**src/rtl/nvram_csum_engine.sv**
```systemverilog
module nvram_csum_engine #(
  parameter int AW = 16,
  parameter int CW = 16
) (
  input  logic          clk,
  input  logic          rst_n,
  input  logic          go,
  input  logic [AW-1:0] start_addr,
  input  logic [CW-1:0] byte_cnt,
  input  logic [AW-1:0] dest_addr,
  output logic          rd_en,
  output logic [AW-1:0] rd_addr,
  input  logic [7:0]    rd_data,
  output logic          wr_en,
  output logic [AW-1:0] wr_addr,
  output logic [7:0]    wr_data,
  output logic          busy,
  output logic          done,
  output logic [15:0]   csum
);

  typedef enum logic [2:0] {
    S_IDLE, S_PRIME, S_LATCH, S_FETCH, S_STEP, S_TAIL, S_WRH, S_WRL
  } st_t;

  localparam logic [15:0] SEED = 16'hFFFF;

  st_t           st;
  logic          fin;
  logic          odd;
  logic [7:0]    hold;
  logic [AW-1:0] ptr;
  logic [AW-1:0] dst;
  logic [CW-1:0] left;
  logic [CW-1:0] even_cnt;

  function automatic logic [15:0] fold(input logic [15:0] p, input logic [15:0] v);
    logic [15:0] d, a, b;
    d = p ^ v;
    a = {12'd0, d[3:0]};
    b = {12'd0, d[7:4]} ^ a;
    return (p >> 8) ^ (a << 3) ^ (a << 8) ^ b ^ (b << 7) ^ (b << 12);
  endfunction

  assign even_cnt = {byte_cnt[CW-1:1], 1'b0};
  assign busy     = (st != S_IDLE) || fin;
  assign done     = fin;
  assign rd_en    = (st == S_PRIME) || (st == S_FETCH);
  assign rd_addr  = ptr;
  assign wr_en    = (st == S_WRH) || (st == S_WRL);
  assign wr_addr  = (st == S_WRL) ? dst + AW'(1) : dst;
  assign wr_data  = (st == S_WRL) ? csum[7:0] : csum[15:8];

  always_ff @(posedge clk) begin
    if (!rst_n) begin
      st   <= S_IDLE;
      fin  <= 1'b0;
      odd  <= 1'b0;
      hold <= '0;
      ptr  <= '0;
      dst  <= '0;
      left <= '0;
      csum <= SEED;
    end else begin
      fin <= 1'b0;
      unique case (st)
        S_IDLE: if (go && !fin) begin
          csum <= SEED;
          ptr  <= start_addr;
          dst  <= dest_addr;
          left <= even_cnt;
          odd  <= byte_cnt[0];
          st   <= (byte_cnt == '0) ? S_WRH : S_PRIME;
        end
        S_PRIME: st <= S_LATCH;
        S_LATCH: begin
          hold <= rd_data;
          ptr  <= ptr + AW'(1);
          st   <= (left == '0) ? S_TAIL : S_FETCH;
        end
        S_FETCH: st <= S_STEP;
        S_STEP: begin
          csum <= fold(csum, {hold, rd_data});
          hold <= rd_data;
          ptr  <= ptr + AW'(1);
          left <= left - CW'(1);
          if (left == CW'(1)) st <= odd ? S_TAIL : S_WRH;
          else                st <= S_FETCH;
        end
        S_TAIL: begin
          csum <= fold(csum, {hold, 8'h00});
          st   <= S_WRH;
        end
        S_WRH: st <= S_WRL;
        S_WRL: begin
          fin <= 1'b1;
          st  <= S_IDLE;
        end
        default: st <= S_IDLE;
      endcase
    end
  end

endmodule

```
**config.mk**
```make
export PLATFORM = sky130hd
export DESIGN_NAME = nvram_csum_engine
export DESIGN_NICKNAME = d
export VERILOG_FILES = /design/src/rtl/nvram_csum_engine.sv
export SDC_FILE = /design/constraint.sdc
export NUM_CORES = 1
export LEC_CHECK = 0
export ABC_AREA = 0
export BUFFER_PORTS_ARGS = -buffer_cell sky130_fd_sc_hd__buf_2
export CAP_MARGIN = 20
export CORE_ASPECT_RATIO = 1.25
export CORE_MARGIN = 1.5
export CORE_UTILIZATION = 53
export CTS_CLUSTER_SIZE = 30
export DETAILED_ROUTE_END_ITERATION = 8
export HOLD_SLACK_MARGIN = 0.02
export PLACE_DENSITY = 0.8
export SLEW_MARGIN = 20
export SYNTH_ARGS = -nofsm -noshare
export SYNTH_HDL_FRONTEND = slang
export SYNTH_SLANG_ARGS = --single-unit
export TNS_END_PERCENT = 5
```
**constraint.sdc**
```tcl
create_clock -name clk -period 1.9 [get_ports clk]
set_input_delay 0.38 -clock clk [delete_from_list [all_inputs] [get_ports clk]]
set_output_delay 0.38 -clock clk [all_outputs]
set_load 0.01 [all_outputs]
```
==> results.md <==
* Slowest stage delay, CP at 0.36 ns
* Post-synth design cell area at between 4000 and 5000 µm²
* Number of buffers created by CTS at 9
* Final setup viols at 19
* TritonRoute pass-1 iters at 7
* CP max-delay cell: dfxtp_2
* Chip width at roughly 80 µm
* Dominant cell type by area after synthesis: dfxtp_1
* Fin nets at approximately 730
* Hold Violations, Final at 0
* Commonest non-fill, non-tap cell in the layout: buf_2
* Final worst setup slack at -0.1726 ns
* Post-synthesis compound-gate area fraction at a little over a fifth
* Outcome: finished with violations
* Post-DP HPWL at 8.494 mm
* PwrDens at roughly 750 nW/µm²
* Max-Cap Viols at 0
* Setup crit start kind: flop
* Gr ovfl total at 0
* N_diodes at 0
* Initial Util at between 50% and 60%
* Total GRT Usage at 28.99%
* CP Cell Sequence: and4_4 -> nand4_1 -> nor3_1 -> xor2_1 -> buf_2
* Max FO, Critical Path at 4
* Most frequent cells in the layout: buf_2, nand2_1, dfxtp_1, a21oi_1, nor2_1
* 1st-iter DRT viols at 213
* Clock-pin slew on the worst setup and hold paths at roughly 0.08 ns
* Via Count at about 4500
* Number of port buffers at roughly 120
* Synth top area share at 33.35%
* Rows at 35
* CTS tree: built
* Synth Register Bits at 69
* Crit path time final at 2.073 ns
* Register area share after synthesis at between 30% and 40%
* Post-Synthesis Cells at 534
* Die area at 8357 µm²
* YS warnings at 0
* CTS H-tree depth at 3
* Worst-Margin Slew at a little over 0.5 ns
* Root Buffer Master: clkbuf_8
* Leak at 0.002137 µW
* Clk sink count at 69
* Post-route ant nets at 0
* Post-DR wirelength/cell at around 15 µm
* Period utilization at 109.1%
* Mapped Nets at about 600
* Worst path buffer plus inverter count at 1
* Class of the worst hold path: input port to flop
* Avg Inst Size Synth at approximately 7.8 µm²
* Post-Synth Adder-Cell Area at ~1.5%
* CORE AREA at approximately 7500 µm²
* DRC at 0
* IO Count at 119
* Clock Latency Late Sink at around 0.36 ns
* Die height at a little over 100 µm
* Main combinational cell family by area after synthesis: simple AND/OR/NAND/NOR gates
* Mux contribution to synthesized area at around 3.5%
* Routed wire length at around 12 mm
* Pin count of the biggest net entering global routing at 22
* XOR/XNOR Fraction of Synth Area at roughly 11%
* Vias in the first global route at ~4200
* CP required at about 1.5 ns
* Post-synth EDFFs at 0
* Share of layout cells above drive strength 1 at a little under a third
* Critical path capture point type: primary output
* Simple-gate area share of the yosys netlist at roughly a quarter
* WP data arrival at about 1.7 ns
* CTS Buffer Depth at 2
* Final Instance Count excl. Fillers at between 700 and 800
* Detailed-route wire length on metal 1 at 4.722 mm
* Initial antenna violation count at 0
* Fin. max-slew vios at 0
* Placer Congestion at between 0.8 and 0.9
* Max Freq at roughly 0.48 GHz
* Number of cells after detailed placement at 747
* Failing checks: negative setup slack
* Hold Slack at around 0.25 ns
* Top sig layer: met4
* Area growth, synth to finish at 27.22%
* Synth async-reset ratio at 0%
* Wire length on met2 at between 5 and 6 mm
* Post-CTS Hold Fix Bufs at 0
* Via/cell ratio at 5.850
* RSZ-0062 raised after global routing: yes
* VDD IR-drop max at roughly 520 µV
* Unique cell type count in the Yosys netlist at 55
* Worst slew margin at approximately two thirds
* Worst Setup Path Type: flop to primary output
* First-pass GRT wire length at roughly 19 mm
* Main synth FF type: dfxtp_1
* Met3 Routed Length at around 810 µm
* Worst Skew at between 0.01 and 0.015 ns
* Cell family with most CP delay: simple AND/OR/NAND/NOR gates
* Top cells by area, synth: dfxtp_1, xnor2_1, nand2_1, a21oi_1, nor2_1
-- worst paths after layout --
kind / startpoint / endpoint / slack [ns] / cells after the start
min: dest_addr[1] / dst[1] / 0.25 / 3
min reg2reg: dst[15] / dst[15] / 0.47 / 2
max: st[0] / wr_addr[15] / -0.17 / 5
max reg2reg: st[0] / csum[3] / 0.14 / 7
-- worst register-to-register path, stage by stage, from the launching register on --
cell and delay [ns]:
dfxtp_2 0.34, buf_12 0.15, or3b_1 0.39, a21oi_2 0.30
buf_4 0.23, o21a_1 0.13, o221ai_1 0.10, nand2_1 0.08
-- flip-flops by register name, summed over array words and instances (netlist names) --
signal   count
left        16
dst         16
done         1
st           3
csum        16
odd          1
rd_addr     16
-- timing repair --
action / 4_1_cts / 5_1_grt
resized for setup: 11 / 4
setup buffers: 2 / 0
setup endpoints to repair: 21 / 22
pin swaps: 4 / 4
-- area by class of cell --
cell class / count / area, µm²
Clock inverter: 6 / 62.56
Clock buffer: 10 / 137.6
Inverter: 5 / 18.77
Tap cell: 92 / 115.1
Multi-Input combinational cell: 429 / 2634
Fill cell: 629 / 2220
Timing Repair Buffer: 154 / 910.9
Sequential cell: 69 / 1390
-- synth_stat cells (3+ instances only) --
cell type	count
ha_1	5
o21ai_0	26
mux2_2	11
dfxtp_1	69
o311ai_0	4
xor2_1	16
nand4_1	13
a211oi_1	5
o221ai_1	3
o22ai_1	11
buf_2	19
and2_1	5
nand2_1	77
nor3_1	14
a21oi_1	54
nor4_1	10
and3_1	5
inv_1	4
clkbuf_1	12
nor2_1	43
nand3_1	21
nor2b_1	4
nand2b_1	7
a21o_1	4
o21a_1	6
a31oi_1	13
xnor2_1	34
-- power by group --
group | switching [µW] | internal [µW] | leakage [µW]
logic | 568 | 458 | 0.00147
clock network | 587 | 636 | 0.0000943
registers | 136 | 1560 | 0.000568
total | 1290 | 2660 | 0.00214
-- metrics by stage --
stage          total power [µW]  area, µm²  TNS [ns]  setup WS (ns)  util (%)
2_1_floorplan              2339       4141         0         0.1033         -
3_3_place_gp               2696       5012         0         0.1578     66.93
3_5_place_dp               2730       5012         0        0.08894     66.93
4_1_cts                    3957       5246    -1.839        -0.2027     70.06
5_1_grt                    4159       5269    -3.330        -0.3352     70.36
6_report                   3947       5269    -1.419        -0.1726     70.36
-- metal layers --
metal / global-route usage [%] / up-vias
li1: - / 2183
met4: 11.99 / 0
met2: 49.87 / 215
met1: 34.66 / 2051
met5: 0 / -
met3: 6.071 / 26
-- logic make-up (layout without fill, tap and decap cells) --
logic type / Yosys count / in the layout
buffers and inverters: 36 / 175
adders and majority gates: 5 / 5
muxes: 13 / 13
and+or+nand+nor: 215 / 215
DFF: 69 / 69
AOI/OAI and AO/OA: 144 / 144
xor gates and xnor gates: 52 / 52
No activity file was read; power rests on OpenSTA's default activity.
